--- config.mk ---
export PLATFORM = sky130hd
export DESIGN_NAME = tlb_prot
export DESIGN_NICKNAME = d
export VERILOG_FILES = /design/src/rtl/tlb_prot_pkg.sv /design/src/rtl/tlb_tag_match.sv /design/src/rtl/tlb_perm_check.sv /design/src/rtl/tlb_rr_ptr.sv /design/src/rtl/tlb_prot.sv
export SDC_FILE = /design/constraint.sdc
export NUM_CORES = 1
export LEC_CHECK = 0
export BUFFER_PORTS_ARGS = -buffer_cell sky130_fd_sc_hd__buf_2
export CAP_MARGIN = 10
export CORE_ASPECT_RATIO = 1.1
export CORE_UTILIZATION = 50
export CTS_BUF_LIST = sky130_fd_sc_hd__clkbuf_8
export DETAILED_ROUTE_END_ITERATION = 8
export PLACE_DENSITY = 0.8
export SYNTH_ARGS = -nofsm -noshare
export SYNTH_HDL_FRONTEND = slang
export SYNTH_SLANG_ARGS = --single-unit
--- constraint.sdc ---
create_clock -name clk -period 6.94 [get_ports clk]
set_clock_uncertainty 0.05 [all_clocks]
set_input_delay 0.347 -clock clk [delete_from_list [all_inputs] [get_ports clk]]
set_output_delay 0.347 -clock clk [all_outputs]
set_load 0.05 [all_outputs]
--- src/rtl/tlb_prot_pkg.sv ---
package tlb_prot_pkg;
   typedef enum logic [1:0] {
      ACC_READ  = 2'd0,
      ACC_WRITE = 2'd1,
      ACC_FETCH = 2'd2
   } acc_e;

   localparam int CAUSE_W = 3;
   localparam int C_WP    = 0;
   localparam int C_NX    = 1;
   localparam int C_PRIV  = 2;
endpackage

--- src/rtl/tlb_tag_match.sv ---
module tlb_tag_match #(
   parameter int ENTRIES = 8,
   parameter int VPN_W   = 20,
   parameter int PID_W   = 8
) (
   input  logic [ENTRIES-1:0]            ent_valid,
   input  logic [ENTRIES-1:0][VPN_W-1:0] ent_vpn,
   input  logic [ENTRIES-1:0][PID_W-1:0] ent_pid,
   input  logic [VPN_W-1:0]              key_vpn,
   input  logic [PID_W-1:0]              key_pid,
   input  logic                          pid_care,
   output logic [ENTRIES-1:0]            match
);
   for (genvar i = 0; i < ENTRIES; i++) begin : g_cmp
      assign match[i] = ent_valid[i] && (ent_vpn[i] == key_vpn) &&
                        (!pid_care || (ent_pid[i] == key_pid));
   end
endmodule

--- src/rtl/tlb_perm_check.sv ---
module tlb_perm_check
   import tlb_prot_pkg::*;
(
   input  acc_e               acc,
   input  logic               user_mode,
   input  logic               perm_wr,
   input  logic               perm_usr,
   input  logic               perm_nx,
   output logic [CAUSE_W-1:0] cause
);
   always_comb begin
      cause         = '0;
      cause[C_WP]   = (acc == ACC_WRITE) && !perm_wr;
      cause[C_NX]   = (acc == ACC_FETCH) && perm_nx;
      cause[C_PRIV] = user_mode && !perm_usr;
   end
endmodule

--- src/rtl/tlb_rr_ptr.sv ---
module tlb_rr_ptr #(
   parameter int ENTRIES = 8,
   localparam int IDX_W  = $clog2(ENTRIES)
) (
   input  logic             clk,
   input  logic             rst_n,
   input  logic             adv,
   output logic [IDX_W-1:0] ptr
);
   logic [IDX_W-1:0] ptr_q;

   if ((1 << IDX_W) == ENTRIES) begin : g_pow2
      always_ff @(posedge clk or negedge rst_n) begin
         if (!rst_n)   ptr_q <= '0;
         else if (adv) ptr_q <= ptr_q + 1'b1;
      end
   end else begin : g_wrap
      always_ff @(posedge clk or negedge rst_n) begin
         if (!rst_n) ptr_q <= '0;
         else if (adv) begin
            if (ptr_q == IDX_W'(ENTRIES - 1)) ptr_q <= '0;
            else                              ptr_q <= ptr_q + 1'b1;
         end
      end
   end

   assign ptr = ptr_q;

   a_r10_ptr_steps: assert property (@(posedge clk) disable iff (!rst_n)
      !adv |=> $stable(ptr_q));
endmodule

--- src/rtl/tlb_prot.sv ---
module tlb_prot
   import tlb_prot_pkg::*;
#(
   parameter int VA_W    = 32,
   parameter int PA_W    = 32,
   parameter int OFF_W   = 12,
   parameter int PID_W   = 8,
   parameter int ENTRIES = 8,
   localparam int VPN_W  = VA_W - OFF_W,
   localparam int PFN_W  = PA_W - OFF_W,
   localparam int IDX_W  = $clog2(ENTRIES)
) (
   input  logic               clk,
   input  logic               rst_n,
   input  logic               req_valid,
   input  logic [VA_W-1:0]    req_vaddr,
   input  logic [1:0]         req_acc,
   input  logic               req_user,
   input  logic [PID_W-1:0]   req_pid,
   output logic               rsp_valid,
   output logic               rsp_hit,
   output logic               rsp_fault,
   output logic               rsp_miss,
   output logic [PA_W-1:0]    rsp_paddr,
   output logic [2:0]         rsp_cause,
   output logic               walk_req,
   output logic [VA_W-OFF_W-1:0] walk_vpn,
   output logic [PID_W-1:0]   walk_pid,
   input  logic               refill_valid,
   input  logic [VA_W-OFF_W-1:0] refill_vpn,
   input  logic [PID_W-1:0]   refill_pid,
   input  logic [PA_W-OFF_W-1:0] refill_pfn,
   input  logic               refill_present,
   input  logic               refill_writable,
   input  logic               refill_user,
   input  logic               refill_noexec,
   input  logic               flush_all,
   input  logic               flush_page,
   input  logic [VA_W-OFF_W-1:0] flush_vpn
);
   if (ENTRIES < 2)      begin : g_bad_depth $error("ENTRIES must be at least 2"); end
   if (VA_W <= OFF_W)    begin : g_bad_va    $error("VA_W must exceed OFF_W"); end
   if (PA_W <= OFF_W)    begin : g_bad_pa    $error("PA_W must exceed OFF_W"); end
   if (CAUSE_W != 3)     begin : g_bad_cause $error("cause width mismatch"); end

   // entry storage
   logic [ENTRIES-1:0]            v_q;
   logic [ENTRIES-1:0][VPN_W-1:0] vpn_q;
   logic [ENTRIES-1:0][PID_W-1:0] pid_q;
   logic [ENTRIES-1:0][PFN_W-1:0] pfn_q;
   logic [ENTRIES-1:0]            wr_q, usr_q, nx_q;

   // lookup path
   logic [VPN_W-1:0]   lk_vpn;
   logic [ENTRIES-1:0] lk_match;
   logic               lk_any;
   logic [PFN_W-1:0]   sel_pfn;
   logic               sel_wr, sel_usr, sel_nx;
   logic [CAUSE_W-1:0] lk_cause;

   assign lk_vpn = req_vaddr[VA_W-1:OFF_W];

   tlb_tag_match #(.ENTRIES(ENTRIES), .VPN_W(VPN_W), .PID_W(PID_W)) u_lk_cam (
      .ent_valid(v_q), .ent_vpn(vpn_q), .ent_pid(pid_q),
      .key_vpn(lk_vpn), .key_pid(req_pid), .pid_care(1'b1), .match(lk_match));

   always_comb begin
      sel_pfn = '0;
      sel_wr  = 1'b0;
      sel_usr = 1'b0;
      sel_nx  = 1'b0;
      for (int i = 0; i < ENTRIES; i++) begin
         if (lk_match[i]) begin
            sel_pfn = sel_pfn | pfn_q[i];
            sel_wr  = sel_wr  | wr_q[i];
            sel_usr = sel_usr | usr_q[i];
            sel_nx  = sel_nx  | nx_q[i];
         end
      end
   end
   assign lk_any = |lk_match;

   tlb_perm_check u_perm (
      .acc(acc_e'(req_acc)), .user_mode(req_user),
      .perm_wr(sel_wr), .perm_usr(sel_usr), .perm_nx(sel_nx), .cause(lk_cause));

   always_ff @(posedge clk or negedge rst_n) begin
      if (!rst_n) begin
         rsp_valid <= 1'b0;
         rsp_hit   <= 1'b0;
         rsp_fault <= 1'b0;
         rsp_miss  <= 1'b0;
         rsp_paddr <= '0;
         rsp_cause <= '0;
         walk_req  <= 1'b0;
         walk_vpn  <= '0;
         walk_pid  <= '0;
      end else begin
         rsp_valid <= req_valid;
         rsp_hit   <= req_valid && lk_any && (lk_cause == '0);
         rsp_fault <= req_valid && lk_any && (lk_cause != '0);
         rsp_miss  <= req_valid && !lk_any;
         rsp_paddr <= (req_valid && lk_any && (lk_cause == '0)) ?
                      {sel_pfn, req_vaddr[OFF_W-1:0]} : '0;
         rsp_cause <= (req_valid && lk_any) ? lk_cause : '0;
         walk_req  <= req_valid && !lk_any;
         if (req_valid && !lk_any) begin
            walk_vpn <= lk_vpn;
            walk_pid <= req_pid;
         end
      end
   end

   // refill and flush path
   logic [ENTRIES-1:0] rf_match, fl_match, wr_sel, ptr_hot;
   logic               rf_any, rf_take, rf_alloc;
   logic [IDX_W-1:0]   rr_ptr;

   tlb_tag_match #(.ENTRIES(ENTRIES), .VPN_W(VPN_W), .PID_W(PID_W)) u_rf_cam (
      .ent_valid(v_q), .ent_vpn(vpn_q), .ent_pid(pid_q),
      .key_vpn(refill_vpn), .key_pid(refill_pid), .pid_care(1'b1), .match(rf_match));

   tlb_tag_match #(.ENTRIES(ENTRIES), .VPN_W(VPN_W), .PID_W(PID_W)) u_fl_cam (
      .ent_valid(v_q), .ent_vpn(vpn_q), .ent_pid(pid_q),
      .key_vpn(flush_vpn), .key_pid('0), .pid_care(1'b0), .match(fl_match));

   assign rf_any   = |rf_match;
   assign rf_take  = refill_valid && refill_present && !flush_all &&
                     !(flush_page && (flush_vpn == refill_vpn));
   assign rf_alloc = rf_take && !rf_any;

   always_comb begin
      for (int i = 0; i < ENTRIES; i++) ptr_hot[i] = (rr_ptr == IDX_W'(i));
   end
   assign wr_sel = !rf_take ? '0 : (rf_any ? rf_match : ptr_hot);

   tlb_rr_ptr #(.ENTRIES(ENTRIES)) u_rr (
      .clk(clk), .rst_n(rst_n), .adv(rf_alloc), .ptr(rr_ptr));

   always_ff @(posedge clk or negedge rst_n) begin
      if (!rst_n) begin
         v_q <= '0;
      end else begin
         for (int i = 0; i < ENTRIES; i++) begin
            if (wr_sel[i]) v_q[i] <= 1'b1;
            if (flush_all || (flush_page && fl_match[i])) v_q[i] <= 1'b0;
         end
      end
   end

   always_ff @(posedge clk) begin
      for (int i = 0; i < ENTRIES; i++) begin
         if (wr_sel[i]) begin
            vpn_q[i] <= refill_vpn;
            pid_q[i] <= refill_pid;
            pfn_q[i] <= refill_pfn;
            wr_q[i]  <= refill_writable;
            usr_q[i] <= refill_user;
            nx_q[i]  <= refill_noexec;
         end
      end
   end

   // checks
   a_r1_resp_follows_req: assert property (@(posedge clk) disable iff (!rst_n)
      req_valid |=> rsp_valid);
   a_r1_no_spurious_resp: assert property (@(posedge clk) disable iff (!rst_n)
      !req_valid |=> !rsp_valid);
   a_r1_one_outcome: assert property (@(posedge clk) disable iff (!rst_n)
      rsp_valid |-> $countones({rsp_hit, rsp_fault, rsp_miss}) == 1);
   a_r2_offset_passes: assert property (@(posedge clk) disable iff (!rst_n)
      rsp_hit |-> rsp_paddr[OFF_W-1:0] == $past(req_vaddr[OFF_W-1:0]));
   a_r3_walk_on_miss: assert property (@(posedge clk) disable iff (!rst_n)
      walk_req |-> rsp_valid && rsp_miss);
   a_r9_single_match: assert property (@(posedge clk) disable iff (!rst_n)
      $onehot0(lk_match));
   a_r11_flush_empties: assert property (@(posedge clk) disable iff (!rst_n)
      flush_all ##1 req_valid |=> rsp_miss);
endmodule

==> metrics.csv, run 1 <==
metric,value,unit
status,finished clean,
met2 WL,46300,um
Total Die Area,48600,um2
Synth Area in XOR/XNOR,22.5,%
Antenna Violating Nets Remaining,0,
Worst-Skew Late Latency,0.68,ns
Fillers,3728,
RSZ-0062 raised after global routing,no,
Ys Warns,0,
NumNets Final,2068,
ratio of cells with drive above 1 in the final layout,19.1,%
syn nets,1845,
fin crit share,66.6,%
Buffers on Ports,188,
post-synthesis mux area share,1.50,%
Cells after Synth,1718,
initial antenna violation count,0,
Met1 Wirelength,35200,um
Compound-Gate Fraction of Synth Area,5.50,%
DR pass1 iterations,5,
Area contributors post-synth,"edfxtp_1, xnor2_1, dfrtp_1",
min Tclk post-route,4.62,ns
grt total ovfl,0,
clk sink count,486,
Synth top cells by count,"xnor2_1, edfxtp_1, xor2_1",
vias per std cell,6.24,
data required time of the worst path,7.41,ns
largest net degree at the start of global routing,52,
"count leader, synth",xnor2_1,
post-DP HPWL,63800,um
final setup fails,0,
clock root buffer,clkbuf_8,
clock tree buffer depth,3,
"Seq/Total Area, Yosys",59.5,%
critical path data arrival time,5.09,ns
vias in the first global route,16800,
total CTS buffers,81,
Inserted Diodes,0,
Max-Cap Viols,0,
Chip Width,210,um
H-tree level count,3,
Final Hold Fails,0,
worst-margin pin slew,1.24,ns
DR vias,16500,
Final Power,6.74,mW
Avg WL per Cell,36.8,um
Total Wirelength,97400,um
#FFs+latches synth,486,
"Cell Area, Synth",23900,um2
area of the multi-input gates,9010,um2
register area,14200,um2
gpl congestion,1.04,
clk slew on worst S/H paths,0.06,ns
Mapped Avg Cell Area,13.9,um2
maximum VDD drop,0.237,mV
row cnt,83,
first-pass GRT wire length,133000,um
Initial DRC Count,1744,
"Worst Path Class, Setup",flop to flop,
Max-slew headroom,16.3,%
GR Util All Layers,40.5,%
Synth Area in Simple Gates,7.45,%
Leak,9.09,nW
core area,46800,um2
hold slack,0.0977,ns
Max Clock Freq,216,MHz
# IOs,189,
largest family of logic cells by synthesized area,XOR/XNOR gates,
Placed Cells,2456,
Initial Utilization,50.9,%
Hold/Removal Path Class,input port to flop,
Synth Area in Adders,0.315,%
Synth async-reset ratio,16.0,%
post-route insts no fill,2644,
Main synth FF type,edfxtp_1,
die height,231,um
DRC Markers,0,
highest routed layer,met4,
Synth cell types,53,
max-slew violations,0,
total negative slack,0,ns
WL met3,7530,um
"EDFF count, synth",408,
Yosys top cell area share,51.3,%
CP Launch Type,flop,
area growth from synthesis to layout,14.0,%
top cell type by total area after synthesis,edfxtp_1,
Setup crit end kind,flop,
P per Cell Area,248,nW/um2
CP Max Fanout,34,
CTS tree,yes,
-- layer usage --
| metal | up-vias | track usage, % |
|---|---|---|
| li1 | 6783 | - |
| met1 | 8291 | 48.5 |
| met2 | 1116 | 66.4 |
| met3 | 303 | 6.46 |
| met4 | 0 | 30.2 |
| met5 | - | 0 |
-- through the flow --
step | area [um2] | util, % | worst slack [ns]
5_1_grt | 27200 | 58.1 | 2.34
2_1_floorplan | 23900 | - | 1.36
6_report | 27200 | 58.1 | 2.32
4_1_cts | 27200 | 58.1 | 2.52
3_3_place_gp | 25200 | 53.9 | 2.21
3_5_place_dp | 25200 | 53.9 | 2.22
-- cells in the final DEF, fill, tap and decap left out, drive strengths merged, types with 21 or more instances in the layout --
master,Yosys,final
clkinv,0,29
edfxtp,408,408
dlygate4sd3,0,39
xnor2,447,447
clkbuf,27,85
a22o,21,21
xor2,165,165
inv,37,67
mux2,28,28
buf,81,209
a22oi,40,40
a221oi,22,22
nand4,131,131
nor4,68,68
dfrtp,78,78
-- registers in the layout (all words and copies together), names as in the netlist, 8 cells and up --
name	cells
nx_q	8
pfn_q	160
pid_q	64
rsp_paddr	32
usr_q	8
v_q	8
vpn_q	160
walk_pid	8
walk_vpn	20
wr_q	8
-- final cells by class --
cell class | count | share of cell area, %
timing repair buffer | 248 | 5.48
clock inverter | 64 | 1.41
clock buffer | 85 | 4.30
multi-input combinational | 1087 | 33.1
tap | 637 | 2.93
inverter | 37 | 0.511
sequential | 486 | 52.2
-- where the power goes --
group | total (mW) | internal, mW | leakage [nW] | switching (mW)
Clock | 2.51 | 1.26 | 0.894 | 1.25
Sequential | 3.38 | 3.29 | 4.69 | 0.0836
Combinational | 0.856 | 0.264 | 3.51 | 0.592
-- cell families after synthesis --
kind of cell    after synthesis
simple gates                297
compound gates              143
fa+ha+maj                     6
xor+xnor                    612
mux                          29
flops                       486
buf+inv                     145
-- final timing paths --
| check | from | end | slack [ns] | cells past startpoint |
|---|---|---|---|---|
| max | vpn_q[153]$_DFFE_PP_ | rsp_paddr[12]$_DFF_PN0_ | 2.32 | 8 |
| min | req_acc[1] | rsp_cause[1]$_DFF_PN0_ | 0.1 | 3 |
| max reg2reg | vpn_q[153]$_DFFE_PP_ | rsp_paddr[12]$_DFF_PN0_ | 2.32 | 8 |
| min reg2reg | walk_vpn[19]$_DFFE_PN0P_ | walk_vpn[19]$_DFFE_PN0P_ | 0.45 | 1 |
| max in group asynchronous | rst_n | rsp_cause[0]$_DFF_PN0_ | 5.53 | 3 |
| min in group asynchronous | rst_n | walk_vpn[8]$_DFFE_PN0P_ | 0.15 | 2 |
-- critical path: stages, from the launching register on --
cell      delay (ns)
edfxtp_1        0.45
xnor2_1         0.42
nand3_1         0.14
nor4_1          0.86
and4_1          0.70
a222oi_1        0.17
nand4_1         0.22
nand3_2         0.80
a311oi_1        0.65
-- what timing repair did --
action                    in CTS  in global routing
hold buffers                  39                  0
hold endpoints to repair     232                  0
gates resized for setup        0                  0
setup buffers                  0                  0
Power figures use the tool's default switching activity.
==> inputs of run 2 (changes only) <==
--- a/config.mk
+++ b/config.mk
@@ -11,7 +11,7 @@
 export CORE_UTILIZATION = 50
 export CTS_BUF_LIST = sky130_fd_sc_hd__clkbuf_8
 export DETAILED_ROUTE_END_ITERATION = 8
-export PLACE_DENSITY = 0.8
+export PLACE_DENSITY = 0.83
 export SYNTH_ARGS = -nofsm -noshare
 export SYNTH_HDL_FRONTEND = slang
 export SYNTH_SLANG_ARGS = --single-unit
==> constraint.sdc (replaced) <==
create_clock -name clk -period 3.8 [get_ports clk]
set_clock_uncertainty 0.05 [all_clocks]
set_input_delay 0.19 -clock clk [delete_from_list [all_inputs] [get_ports clk]]
set_output_delay 0.19 -clock clk [all_outputs]
set_load 0.05 [all_outputs]
==> run 2 against run 1 <==
  * Core utilization up 3.4 points
  * Critical path depth is the same
  * Combinational power rose by 100%
  * Worst setup slack worse by 2.1 ns
  * First-iteration DRC count up 43%
  * Register-to-register slack got worse by 2.1 ns
  * Global-route usage up 0.12 points
  * Via count increased by 7.2%
  * Critical endpoint is now rsp_cause[1]$_DFF_PN0_
  * Largest power group unchanged
  * Highest routed layer unchanged
==> metrics.csv, run 2 (synthesis gave the netlist of run 1 again) <==
metric,value,unit
fin crit share,93.4,%
FF-to-FF path depth,8,
gpl congestion,1.13,
CP Launch Type,flop,
Buffers on Ports,188,
clock root buffer,clkbuf_8,
# IOs,189,
worst-margin pin slew,1.32,ns
Max-slew headroom,11.0,%
Antenna Violating Nets Remaining,0,
Hold Crit Start,req_vaddr[19],
P per Cell Area,444,nW/um2
GR Util All Layers,40.7,%
Max-Cap Viols,0,
Leak,9.88,nW
max-slew violations,0,
Setup crit end kind,flop,
total CTS buffers,82,
core area,46800,um2
maximum VDD drop,0.550,mV
data required time of the worst path,4.33,ns
DRC Markers,0,
"Worst Path Class, Setup",flop to flop,
Total Wirelength,97900,um
Initial Utilization,50.9,%
grt total ovfl,0,
DR pass1 iterations,5,
largest net degree at the start of global routing,51,
row cnt,83,
status,finished clean,
worst r2r dst,rsp_cause[1]$_DFF_PN0_,
ratio of cells with drive above 1 in the final layout,23.3,%
die height,231,um
hold path depth,2,
first-pass GRT wire length,135000,um
Final Power,12.8,mW
clk slew on worst S/H paths,0.06,ns
critical path data arrival time,4.08,ns
area growth from synthesis to layout,20.6,%
FF-to-FF setup slack,0.25,ns
post-CTS setup buffers,0,
final setup fails,0,
CP Max Fanout,3,
H-tree level count,3,
vias in the first global route,17900,
"commonest non-fill, non-tap cell in the layout",xnor2_1,
most frequent cells in the layout,"xnor2_1, edfxtp_1, buf_2, xor2_1, nand4_1",
post-route insts no fill,2789,
min Tclk post-route,3.55,ns
hold slack,0.0546,ns
Placed Cells,2564,
initial antenna violation count,3,
Total Die Area,48600,um2
vias per std cell,6.34,
clock tree buffer depth,3,
FF-to-FF Start,pid_q[31]$_DFFE_PP_,
CTS tree,yes,
Chip Width,210,um
"Core Util, Final",61.4,%
total negative slack,0,ns
Final Hold Fails,0,
DR vias,17700,
Hold/Removal Path Class,input port to flop,
Max Clock Freq,282,MHz
Avg WL per Cell,35.1,um
RSZ-0062 raised after global routing,no,
clk sink count,486,
post-DP HPWL,66300,um
top flop regs,"pfn_q x160, vpn_q x160, pid_q x64",
Hold Path Sink,walk_vpn[7]$_DFFE_PN0P_,
NumNets Final,2207,
Worst-Skew Late Latency,0.68,ns
Initial DRC Count,2486,
-- run 2: routing by layer --
| metal | part of all wire [%] | GRT usage (%) | vias to the layer above |
|---|---|---|---|
| met4 | 8.5 | 29.7 | 0 |
| met5 | 0 | 0 | - |
| met3 | 12 | 11.0 | 409 |
| met1 | 34 | 47.8 | 8727 |
| li1 | - | - | 7068 |
| met2 | 46 | 64.3 | 1477 |
-- run 2: per-stage QoR --
step                      setup slack (ns)  cell area (um2)
after global placement               0.153            26400
after global routing                 0.151            28800
final                                0.249            28800
after CTS                            0.266            28700
after detailed placement             0.127            26400
after floorplan                     -0.262            23900
-- run 2: power breakdown --
part | switching (mW) | total [mW] | leakage (nW) | internal [mW]
Sequential | 0.157 | 6.17 | 4.69 | 6.01
Clock | 2.32 | 4.86 | 0.923 | 2.54
Combinational | 1.13 | 1.74 | 4.27 | 0.606
Total | 3.61 | 12.8 | 9.88 | 9.16
-- run 2: timing repair --
action,in CTS,in global routing
gates resized for setup,0,2
hold endpoints to repair,400,0
hold buffers,69,0
endpoints found under the setup margin,0,10
-- run 2: final cells by class --
type,count,area [um2]
Tap cell,637,797
Clock buffer,90,1240
Multi-Input combinational cell,1087,9010
Timing Repair Buffer,386,2950
Sequential cell,486,14200
Fill cell,3558,18100
Inverter,37,139
Antenna cell,3,7.51
Clock inverter,63,412
-- run 2: critical path, stage by stage, from the launching register on --
cell and delay (ns):
edfxtp_1 0.43, xnor2_1 0.54, nand4_1 0.37, nor4_2 0.56, nand2_1 0.17, o2111ai_1 0.26, o311ai_0 0.30, dlygate4sd3_1 0.67
nor2_1 0.11
-- run 2: how the worst max path moves through the flow --
stage	start	to	slack (ns)	cells after the start
global route	vpn_q[14]$_DFFE_PP_	rsp_cause[1]$_DFF_PN0_	0.15	8
finish	pid_q[31]$_DFFE_PP_	rsp_cause[1]$_DFF_PN0_	0.25	8
floorplan	flush_vpn[16]	nx_q[0]$_DFFE_PP_	-0.26	8
CTS	vpn_q[14]$_DFFE_PP_	rsp_cause[1]$_DFF_PN0_	0.27	8
detailed placement	refill_vpn[16]	vpn_q[5]$_DFFE_PP_	0.13	10
global placement	refill_vpn[16]	vpn_q[5]$_DFFE_PP_	0.15	10
